**config.mk**
```make
export PLATFORM = sky130hd
export DESIGN_NAME = hiHalfZip
export DESIGN_NICKNAME = d
export VERILOG_FILES = /design/src/rtl/hz_pkg.sv /design/src/rtl/hz_control.sv /design/src/rtl/hz_datapath.sv /design/src/rtl/hiHalfZip.sv
export SDC_FILE = /design/constraint.sdc
export NUM_CORES = 1
export LEC_CHECK = 0
export BUFFER_PORTS_ARGS = -buffer_cell sky130_fd_sc_hd__buf_4
export CAP_MARGIN = 10
export CORE_ASPECT_RATIO = 0.9
export CORE_MARGIN = 4
export CORE_UTILIZATION = 49
export DETAILED_ROUTE_END_ITERATION = 8
export PLACE_DENSITY = 0.87
export SLEW_MARGIN = 20
export SYNTH_ARGS = -nofsm -noshare
export SYNTH_HDL_FRONTEND = slang
export SYNTH_SLANG_ARGS = --single-unit
```
**constraint.sdc**
```tcl
create_clock -name clk -period 3.9 [get_ports clk]
set_input_delay 0.78 -clock clk [delete_from_list [all_inputs] [get_ports clk]]
set_output_delay 0.78 -clock clk [all_outputs]
set_load 0.02 [all_outputs]
```
**src/rtl/hz_pkg.sv**
```systemverilog
package hz_pkg;

  typedef enum logic [1:0] {
    SZ_BYTE  = 2'd0,
    SZ_WORD  = 2'd1,
    SZ_DWORD = 2'd2,
    SZ_BAD   = 2'd3
  } elemSize_e;

  typedef struct packed {
    logic      load;
    elemSize_e size;
  } hzStrobe_t;

endpackage

```
**src/rtl/hz_control.sv**
```systemverilog
module hz_control
  import hz_pkg::*;
#(
  parameter int          OPC_W = 8,
  parameter logic [7:0]  OP_B  = 8'h68,
  parameter logic [7:0]  OP_W  = 8'h69,
  parameter logic [7:0]  OP_D  = 8'h6A
) (
  input  logic             clk,
  input  logic             rst,
  input  logic             inValid,
  input  logic             outReady,
  input  logic [OPC_W-1:0] opCode,
  output logic             inReady,
  output logic             outValid,
  output logic             illegalOp,
  output hzStrobe_t        strobe
);

  elemSize_e decSize;
  logic      accept;

  always_comb begin
    if (opCode == OPC_W'(OP_B))      decSize = SZ_BYTE;
    else if (opCode == OPC_W'(OP_W)) decSize = SZ_WORD;
    else if (opCode == OPC_W'(OP_D)) decSize = SZ_DWORD;
    else                             decSize = SZ_BAD;
  end

  assign inReady = !outValid || outReady;
  assign accept  = inValid && inReady;

  assign strobe.load = accept;
  assign strobe.size = decSize;

  always_ff @(posedge clk) begin
    if (rst) begin
      outValid  <= 1'b0;
      illegalOp <= 1'b0;
    end else if (accept) begin
      outValid  <= 1'b1;
      illegalOp <= (decSize == SZ_BAD);
    end else if (outReady) begin
      outValid  <= 1'b0;
      illegalOp <= 1'b0;
    end
  end

endmodule

```
**src/rtl/hz_datapath.sv**
```systemverilog
module hz_datapath
  import hz_pkg::*;
#(
  parameter int DATA_W = 64
) (
  input  logic              clk,
  input  logic              rst,
  input  hzStrobe_t         strobe,
  input  logic [DATA_W-1:0] dstOp,
  input  logic [DATA_W-1:0] srcOp,
  output logic [DATA_W-1:0] result
);

  localparam int HALF   = DATA_W / 2;
  localparam int NSIZES = 3;

  logic [NSIZES-1:0][DATA_W-1:0] zip;
  logic [DATA_W-1:0]             nextRes;
  logic                          unusedLowHalves;

  // Lower halves of both operands are deliberately dropped.
  assign unusedLowHalves = ^{dstOp[HALF-1:0], srcOp[HALF-1:0]};

  genvar gs, gi;
  generate
    for (gs = 0; gs < NSIZES; gs++) begin : g_size
      localparam int EW = 8 << gs;
      localparam int NE = HALF / EW;
      for (gi = 0; gi < NE; gi++) begin : g_elem
        // destination element in the lower slot of each pair
        assign zip[gs][2*gi*EW +: EW]     = dstOp[HALF + gi*EW +: EW];
        assign zip[gs][(2*gi+1)*EW +: EW] = srcOp[HALF + gi*EW +: EW];
      end
    end
  endgenerate

  always_comb begin
    case (strobe.size)
      SZ_BYTE:  nextRes = zip[0];
      SZ_WORD:  nextRes = zip[1];
      SZ_DWORD: nextRes = zip[2];
      default:  nextRes = '0;
    endcase
  end

  always_ff @(posedge clk) begin
    if (rst)              result <= '0;
    else if (strobe.load) result <= nextRes;
  end

endmodule

```
**src/rtl/hiHalfZip.sv**
```systemverilog
module hiHalfZip
  import hz_pkg::*;
#(
  parameter int         DATA_W = 64,
  parameter int         OPC_W  = 8,
  parameter logic [7:0] OP_B   = 8'h68,
  parameter logic [7:0] OP_W   = 8'h69,
  parameter logic [7:0] OP_D   = 8'h6A
) (
  input  logic              clk,
  input  logic              rst,
  input  logic              inValid,
  output logic              inReady,
  input  logic [DATA_W-1:0] dstOp,
  input  logic [DATA_W-1:0] srcOp,
  input  logic [OPC_W-1:0]  opCode,
  output logic              outValid,
  input  logic              outReady,
  output logic [DATA_W-1:0] result,
  output logic              illegalOp
);

  hzStrobe_t strobe;

  hz_control #(
    .OPC_W(OPC_W), .OP_B(OP_B), .OP_W(OP_W), .OP_D(OP_D)
  ) u_ctrl (
    .clk(clk), .rst(rst), .inValid(inValid), .outReady(outReady),
    .opCode(opCode), .inReady(inReady), .outValid(outValid),
    .illegalOp(illegalOp), .strobe(strobe)
  );

  hz_datapath #(.DATA_W(DATA_W)) u_dp (
    .clk(clk), .rst(rst), .strobe(strobe),
    .dstOp(dstOp), .srcOp(srcOp), .result(result)
  );

endmodule

```
# Word-level counts from Yosys, hierarchy flattened
# Index checks and enable logic that the tools add are counted.
[op_classes] eq_ne=6 muxes=7 reduce_logical=5
[op_table] operator="64-bit one-hot mux with 3 select lines" n=1
[op_table] operator="8-bit by 7-bit == test with 1-bit output (second input constant)" n=3
[op_table] operator="2-bit == test (second input constant)" n=2
[op_table] operator="1-bit two-way mux" n=4
[op_table] operator="2-bit two-way mux" n=2
[op_table] operator="2-bit by 1-bit == test with 1-bit output (second input constant)" n=1
[op_table] operator="2-bit logical NOT" n=1
[op_table] operator="2-bit nonzero test" n=1
[op_table] operator="1-bit logical AND" n=1
[op_table] operator="1-bit logical NOT" n=1
[op_table] operator="1-bit logical OR" n=1
[word_totals] ff_bits=66 word_cells=21 inputBits=140 out_inout_bits=67

# Logic depth before layout (Yosys ltp)
# Gate-level depths: netlist (run 1).
[logic_depth] ltp_word=6 ltp_mapped=6 depth_no_buf=3

# By module
# From an unflattened synthesis (run 1), not the netlist that was laid out.
[unflattened] hier_cells=367 area_unflattened_um2=3186.8
[by_module_without_submodules] module="hz_datapath" area_per_inst_um2=3050.4 seq_area_each_um2=1281.2 instances=1 cells_each=351
[by_module_without_submodules] module="hz_control" area_per_inst_um2=136.4 seq_area_each_um2=40.0 instances=1 cells_each=16

# Worst setup path before layout (run 1)
# OpenSTA, ideal clock, no wires.
[synth_timing] path_kind="input port to output port" from="input port outReady" to="output port inReady" required_time_ns=3.120 path_slack_ns=1.789 arrival_time_ns=1.331 path_buffers=2 stages=3 cell_sequence="nand2b_1 > buf_2 > buf_2"
[synth_between] elab_chain_len=1
[synth_rtl] item="from (decl)" line_no="hiHalfZip.sv:18" text="input logic outReady,"
[synth_rtl] item="1-bit logical OR" line_no="hz_control.sv:30" text="assign inReady = !outValid || outReady;"
[synth_rtl] item="to (decl)" line_no="hiHalfZip.sv:13" text="output logic inReady,"
# Every way passes these cells.

# Worst setup path after layout (run 1)
# Ends and elaborated chain as after synthesis.

==> results of run 1 <==
-- placed cells by master, fill, tap and decap left out, types with 7 or more instances in the layout --
cell type                     n
sky130_fd_sc_hd__a21oi_1     17
sky130_fd_sc_hd__o32ai_1     32
sky130_fd_sc_hd__nand4b_1    16
sky130_fd_sc_hd__a311oi_2    10
sky130_fd_sc_hd__mux2i_1     32
sky130_fd_sc_hd__nand3_2     11
sky130_fd_sc_hd__dfxtp_1     66
sky130_fd_sc_hd__inv_1       65
sky130_fd_sc_hd__nand3_1      7
sky130_fd_sc_hd__a2bb2oi_1   16
sky130_fd_sc_hd__o21a_1      16
sky130_fd_sc_hd__nand3b_1    16
sky130_fd_sc_hd__clkbuf_8    11
sky130_fd_sc_hd__buf_4      147
sky130_fd_sc_hd__o32ai_2     16
-- power by group through the flow --
stage	clock (uW)	sequential, uW	combinational (uW)
3_5_place_dp	0	708	283
5_1_grt	697	694	305
3_3_place_gp	0	707	274
2_1_floorplan	0	723	160
6_report	656	692	284
4_1_cts	670	693	283
-- state kept, by name, indices dropped and copies added (netlist names) --
register,flops
u_dp.result,64
u_ctrl.illegalOp,1
u_ctrl.outValid,1
-- worst max-delay path, stage by stage --
cell	delay [ns]
sky130_fd_sc_hd__buf_4	0.11
sky130_fd_sc_hd__nand2b_1	0.33
sky130_fd_sc_hd__buf_4	0.28
sky130_fd_sc_hd__buf_4	0.16
-- synth_stat cells, types with 4 or more instances --
cell type                   number
sky130_fd_sc_hd__nand3_1         8
sky130_fd_sc_hd__dfxtp_1        66
sky130_fd_sc_hd__a311oi_1        6
sky130_fd_sc_hd__o32ai_2        16
sky130_fd_sc_hd__nand4b_1       16
sky130_fd_sc_hd__nand3b_1       16
sky130_fd_sc_hd__buf_2          17
sky130_fd_sc_hd__mux2i_1        32
sky130_fd_sc_hd__inv_1          65
sky130_fd_sc_hd__buf_4          10
sky130_fd_sc_hd__o21a_1         16
sky130_fd_sc_hd__buf_6           4
sky130_fd_sc_hd__a2bb2oi_1      16
sky130_fd_sc_hd__a311oi_2       10
sky130_fd_sc_hd__nand3_2        10
sky130_fd_sc_hd__o32ai_1        32
sky130_fd_sc_hd__clkbuf_1        9
sky130_fd_sc_hd__a21oi_1        17
-- area by class of cell --
type / instances / area share [%]
Multi-Input combinational cell: 207 / 38.9
Sequential cell: 66 / 26.7
Timing Repair Buffer: 147 / 22.3
Inverter: 66 / 5.01
Clock buffer: 12 / 3.14
Tap cell: 96 / 2.43
Clock inverter: 4 / 1.49
-- stage by stage --
| step | power, uW | hold WS (ns) | worst slack, ns | instance area [um2] |
|---|---|---|---|---|
| after floorplan | 883 | 0.528 | 1.79 | 3770 |
| after global placement | 982 | 0.442 | 1.25 | 4720 |
| after detailed placement | 991 | 0.448 | 1.21 | 4720 |
| after CTS | 1650 | 0.460 | 1.47 | 4940 |
| after global routing | 1700 | 0.480 | 1.37 | 4940 |
| final | 1630 | 0.458 | 1.46 | 4940 |
-- layer usage --
metal  share of wire, %  routed length [um]
met1                 42                4370
met2                 48                5070
met3                8.4                 876
met4                1.4                 144
met5                  0                   0
-- final timing paths --
path	from	slack, ns	to
worst max-delay path	outReady	1.46	inReady
worst min-delay path	u_dp.result[23]	0.46	u_dp.result[23]
worst max register to register	u_ctrl.outValid	1.80	u_dp.result[57]
worst min register to register	u_dp.result[23]	0.46	u_dp.result[23]
-- cell families after synthesis --
| logic type | after synthesis | share of synthesized area, % |
|---|---|---|
| AOI/OAI and AO/OA | 115 | 29.4 |
| buffers and inverters | 111 | 14.1 |
| DFF | 66 | 35.0 |
| and+or+nand+nor | 60 | 13.0 |
| muxes | 32 | 8.49 |
==> reports/qor_table.md, run 1 <==
| Group | Quantity | Value |
|---|---|---|
| status | Outcome | finished, final reports clean |
| logic synthesis | Warning count from the yosys run | 0 |
| clock tree | Clock sink count | 66 |
| die | Number of rows created at floorplan | 30 |
| global route | Met1 layer usage reported by global route | 27.4% |
| sta | # setup viols final | 0 |
| sta | Highest clock frequency the design can meet | 410 MHz |
| worst setup path | Max Fanout on Critical Path | 12 |
| sta | Total Neg Setup Slack | 0 ns |
| pwr | Switching pwr | 418 uW |
| logic synthesis | Cells after synthesis | 384 |
| place | HPWL after detailed placement | 7730 um |
| clock tree | Root cell of the clock tree | sky130_fd_sc_hd__clkbuf_8 |
| sta | Pins Over Slew Limit | 0 |
| global route | Global-route track usage on met2 | 36.3% |
| die | Starting density of the core | 50.2% |
| worst hold path | Worst min path class | flip-flop to flip-flop |
| logic synthesis | Area of the mapped netlist | 3770 um2 |
| global route | Met3 global-route usage | 6.76% |
| logic synthesis | Portion of synthesized cell area occupied by the leading cell type | 35.0% |
| logic synthesis | Fraction of the yosys area taken by sequential cells | 35.0% |
| drt | Final WL | 10500 um |
| worst setup path | Endpoint required time on the critical path | 3.12 ns |
| logic synthesis | Top area cells in the synthesized netlist | sky130_fd_sc_hd__dfxtp_1, sky130_fd_sc_hd__mux2i_1, sky130_fd_sc_hd__o32ai_1, sky130_fd_sc_hd__o32ai_2, sky130_fd_sc_hd__inv_1 |
| worst setup path | Critical path launch point type | input pin |
| die | Die outline area | 9170 um2 |
| global route | Vias in the first global route | 3479 |
| global route | Maximum number of pins on one net before global-route repair | 68 |
| sta | Final setup skew | 0.00865 ns |
| clock tree | Count of buffers added by post-CTS timing repair for setup | 0 |
| clock tree | CTS tree | yes |
| die | Width of the chip | 100 um |
| pwr | Reported leakage power | 0.00196 uW |
| final layout | Layout cell share with drive strength beyond 1 | 40.6% |
| logic synthesis | Synth Register Bits | 66 |
| global route | Number of antenna violations at the first check in global routing | 0 |
| clock tree | Maximum count of clock buffers along a single path | 2 |
| sta | Final critical-path share of the clock period | 62.5% |
| final layout | Number of antenna diodes | 0 |
| final layout | Share of the core filled with cells in the final layout | 65.9% |
| clock tree | Clock transition at the registers of the reported paths | 0.08 ns |
| pwr | Combinational cell fraction of total power | 17.4% |
| sta | Relative slew slack | 28.7% |
| drt | Router iterations before antenna repair | 4 |
| logic synthesis | Proportion of register bits with asynchronous set or reset after synthesis | 0% |
| final layout | Filler cell count | 631 |
| pwr | Ratio of total power to cell area | 330 nW/um2 |
| die | I/O pin cnt | 207 |
| clock tree | Post-CTS Hold Buffers | 0 |
| drt | Count of routing violations after the opening detailed-route iteration | 173 |
| global route | Most heavily used metal layer in global routing | met2 |
| worst setup path | Critical Path AT | 1.66 ns |
| pwr | Internal cell power | 1220 uW |
| final layout | Flip-flop and latch area | 1320 um2 |
| logic synthesis | Top flip-flop cell by instance count after synthesis | sky130_fd_sc_hd__dfxtp_1 |
| place | Placed Cells | 582 |
| pwr | Clk pwr share | 40.2% |
| global route | Wire length of the first global-routing pass | 16700 um |
| global route | Total congestion overflow after global routing | 0 |
| final layout | Footprint of the multi-input gates | 1920 um2 |
| logic synthesis | Yosys top cell by area | sky130_fd_sc_hd__dfxtp_1 |
| drt | Vias post-DR | 3377 |
| place | Number of buffers added on ports | 142 |
| final layout | Area grow syn2layout | 31.1% |
| logic synthesis | Number of synthesized flops with an enable pin | 0 |
| logic synthesis | Mean Syn Cell Area | 9.82 um2 |
| final layout | Final net count | 637 |
| sta | Crit path time final | 2.44 ns |
| worst setup path | Setup CP Type | input pin to primary output |
| worst setup path | Worst reg-to-reg path cell count | 4 |
| sta | Unrepaired setup endpoints after global routing | no |
| drt | Vias per Instance | 5.65 |
| logic synthesis | Number of nets produced by synthesis | 524 |
| sta | Transition time at the pin with the least slew margin | 1.07 ns |
| clock tree | Post-cts repair resize count | 0 |
| pwr | Sw Ratio | 25.6% |
| pwr | Reg power frac | 42.4% |
| die | Die height | 91.2 um |
| pwr | Maximum vdd ir drop | 215 uV |
| worst setup path | CP Capture Type | primary output |
| final layout | Number of non-filler instances in the completed layout | 598 |
| die | Core Footprint | 7510 um2 |
| drt | Remaining design rule violation count | 0 |
| flow run | # Max-Cap Violations | 0 |
| place | Routability congestion estimate from global placement | 0.888 |
| drt | Number of routed nets with antenna violations | 0 |
| clock tree | CTS buffer count | 9 |
| worst hold path | Instance count along the most critical hold path | 2 |
| logic synthesis | Post-synth cell types | 31 |
| drt | Routed wire length per instance | 17.5 um |
| sta | Total count of hold-check failures in the final report | 0 |
| global route | Total routing resource utilization after global routing | 22.2% |
| clock tree | Maximum level of the CTS H-tree | 3 |
| clock tree | Latest clock arrival within the worst-skew pair | 0.33 ns |
(Power assumes the default switching activity.)
==> run 2: changes to the inputs <==
CORE_UTILIZATION = 41   (was 49)
PLACE_DENSITY = 0.78   (was 0.87)
clock period = 2 ns   (was 3.9 ns; I/O delays follow)
==> run 2 against run 1 <==
Against the previous run: clock-buffer cell count rose by 3; clock power grew 84%; largest power group unchanged; non-clock buffer count grew 10; combinational power rose by 100%; clock skew about the same; die area rose by 18%; design area is 2.6% higher; first-iteration DRC count grew 13%; critical path depth is 1 lower; critical path type is now flip-flop to flip-flop; utilization down 8.0 points; setup slack worse by 1.1 ns; largest cell class unchanged; power rose by 92%.
==> reports/qor_table.md, run 2 (synthesis gave the netlist of run 1 again) <==
| Group | Quantity | Value |
|---|---|---|
| clock tree | CTS buffer count | 9 |
| status | Outcome | finished, final reports clean |
| clock tree | Root cell of the clock tree | sky130_fd_sc_hd__clkbuf_8 |
| die | Number of rows created at floorplan | 32 |
| drt | Count of routing violations after the opening detailed-route iteration | 196 |
| sta | Highest clock frequency the design can meet | 596 MHz |
| sta | Total count of hold-check failures in the final report | 0 |
| drt | Router iterations before antenna repair | 7 |
| final layout | Leading cell types in the layout, fill and taps excluded | sky130_fd_sc_hd__buf_4, sky130_fd_sc_hd__dfxtp_1, sky130_fd_sc_hd__inv_1 |
| final layout | Max FFs per register | 64 |
| sta | Transition time at the pin with the least slew margin | 1.09 ns |
| clock tree | Post-cts repair resize count | 0 |
| global route | Maximum number of pins on one net before global-route repair | 49 |
| worst setup path | Endpoint required time on the critical path | 2.15 ns |
| global route | Total routing resource utilization after global routing | 19.4% |
| drt | Routed wire length per instance | 16.9 um |
| die | Die outline area | 10800 um2 |
| drt | Number of routed nets with antenna violations | 0 |
| sta | Unrepaired setup endpoints after global routing | no |
| die | I/O pin cnt | 207 |
| final layout | Largest registers | u_dp.result x64, u_ctrl.illegalOp x1, u_ctrl.outValid x1 |
| die | Core Footprint | 8770 um2 |
| worst setup path | Worst reg-to-reg path cell count | 3 |
| worst setup path | Maximum single-stage delay on the critical path | 0.85 ns |
| drt | Final WL | 10700 um |
| global route | Wire length of the first global-routing pass | 16800 um |
| sta | Final critical-path share of the clock period | 83.9% |
| worst setup path | Setup CP Type | flip-flop to flip-flop |
| global route | Total congestion overflow after global routing | 0 |
| pwr | Reported leakage power | 0.00201 uW |
| worst setup path | Critical Path AT | 1.83 ns |
| sta | Total Neg Setup Slack | 0 ns |
| sta | Pins Over Slew Limit | 0 |
| clock tree | Maximum level of the CTS H-tree | 3 |
| place | Routability congestion estimate from global placement | 0.834 |
| global route | Number of antenna violations at the first check in global routing | 0 |
| final layout | Layout cell share with drive strength beyond 1 | 41.6% |
| clock tree | Clock transition at the registers of the reported paths | 0.07 ns |
| worst setup path | CP Capture Type | flip-flop |
| pwr | Ratio of total power to cell area | 618 nW/um2 |
| place | HPWL after detailed placement | 7870 um |
| sta | Crit path time final | 1.68 ns |
| clock tree | CTS tree | yes |
| worst setup path | Critical path cell sequence | nand2b_1, a21o_2, o32ai_1 |
| drt | Remaining design rule violation count | 0 |
| final layout | Most frequent standard cell in the layout excluding fill and tap cells | sky130_fd_sc_hd__buf_4 |
| place | Number of buffers added on ports | 142 |
| die | Starting density of the core | 43.0% |
| drt | Vias per Instance | 5.36 |
| clock tree | Maximum count of clock buffers along a single path | 2 |
| final layout | Number of antenna diodes | 0 |
| die | Width of the chip | 109 um |
| pwr | Maximum vdd ir drop | 396 uV |
| sta | Relative slew slack | 27.4% |
| worst setup path | Slowest library cell on the worst path | sky130_fd_sc_hd__a21o_2 |
| global route | Vias in the first global route | 3334 |
| final layout | Share of the core filled with cells in the final layout | 57.9% |
| final layout | Largest Register | u_dp.result |
| die | Die height | 99.0 um |
| clock tree | Post-CTS Hold Buffers | 0 |
| worst setup path | Critical path launch point type | flip-flop |
| sta | Final setup skew | 0.00897 ns |
| worst hold path | Worst min path class | input pin to flip-flop |
| clock tree | Latest clock arrival within the worst-skew pair | 0.33 ns |
| final layout | Area grow syn2layout | 34.5% |
| clock tree | Count of buffers added by post-CTS timing repair for setup | 0 |
| worst hold path | Instance count along the most critical hold path | 3 |
| clock tree | Clock sink count | 66 |
| flow run | # Max-Cap Violations | 0 |
| worst setup path | Max Fanout on Critical Path | 48 |
| drt | Vias post-DR | 3383 |
| final layout | Final net count | 647 |
| sta | # setup viols final | 0 |
run 2: cell types whose count changed in the layout (fill, tap and decap cells not counted):
cell / before / now
sky130_fd_sc_hd__clkbuf_8: 11 / 13
sky130_fd_sc_hd__bufinv_16: 2 / 1
sky130_fd_sc_hd__buf_12: 0 / 3
sky130_fd_sc_hd__clkinv_2: 1 / 0
sky130_fd_sc_hd__clkinv_4: 1 / 0
sky130_fd_sc_hd__buf_4: 147 / 154
sky130_fd_sc_hd__clkbuf_1: 1 / 2
run 2: area by class of cell:
cell class | instances | area (um2)
repair buffers | 157 | 1220
flip-flops and latches | 66 | 1320
clock buffers | 15 | 186
clock inverters | 1 | 30.0
inverters | 66 | 248
well taps | 119 | 149
fillers | 782 | 3690
multi-input cells | 207 | 1920
run 2: worst paths after layout:
kind                   start  slack [ns]              to
min                dstOp[38]        0.34  u_dp.result[6]
max reg2reg  u_ctrl.outValid        0.32  u_dp.result[4]
max          u_ctrl.outValid        0.32  u_dp.result[4]
min reg2reg   u_dp.result[5]        0.46  u_dp.result[5]
run 2: metal layers:
metal	global-route usage (%)	wire (um)	vias to the layer above	part of all wire (%)
met5	0	0	-	0
met3	5.24	915	4	8.6
met2	30.9	4990	122	47
met1	25.3	4680	1596	44
met4	6.50	74	0	0.69
li1	-	-	1661	-
run 2: per-stage QoR:
step / power, uW / area, um2 / cells / worst slack [ns] / hold slack (ns)
2_1_floorplan: 1720 / 3770 / 384 / 0.605 / 0.528
3_3_place_gp: 1940 / 4860 / 615 / 0.161 / 0.442
3_5_place_dp: 1950 / 4860 / 615 / 0.0677 / 0.448
4_1_cts: 3160 / 5070 / 631 / 0.310 / 0.321
5_1_grt: 3270 / 5070 / 631 / 0.167 / 0.336
6_report: 3140 / 5070 / 631 / 0.321 / 0.338
run 2: power breakdown:
| group | switching (uW) | leakage (uW) | internal, uW | total, uW |
|---|---|---|---|---|
| logic | 298 | 0.00137 | 278 | 576 |
| registers | 12.4 | 0.000535 | 1340 | 1350 |
| clock network | 494 | 0.000110 | 715 | 1210 |
| total | 805 | 0.00201 | 2330 | 3140 |
run 2: critical path: cells and delay by family, from the launching register on:
family | cells | cell delay (ns)
compound gates | 2 | 1.08
flops | 1 | 0.31
simple gates | 1 | 0.09
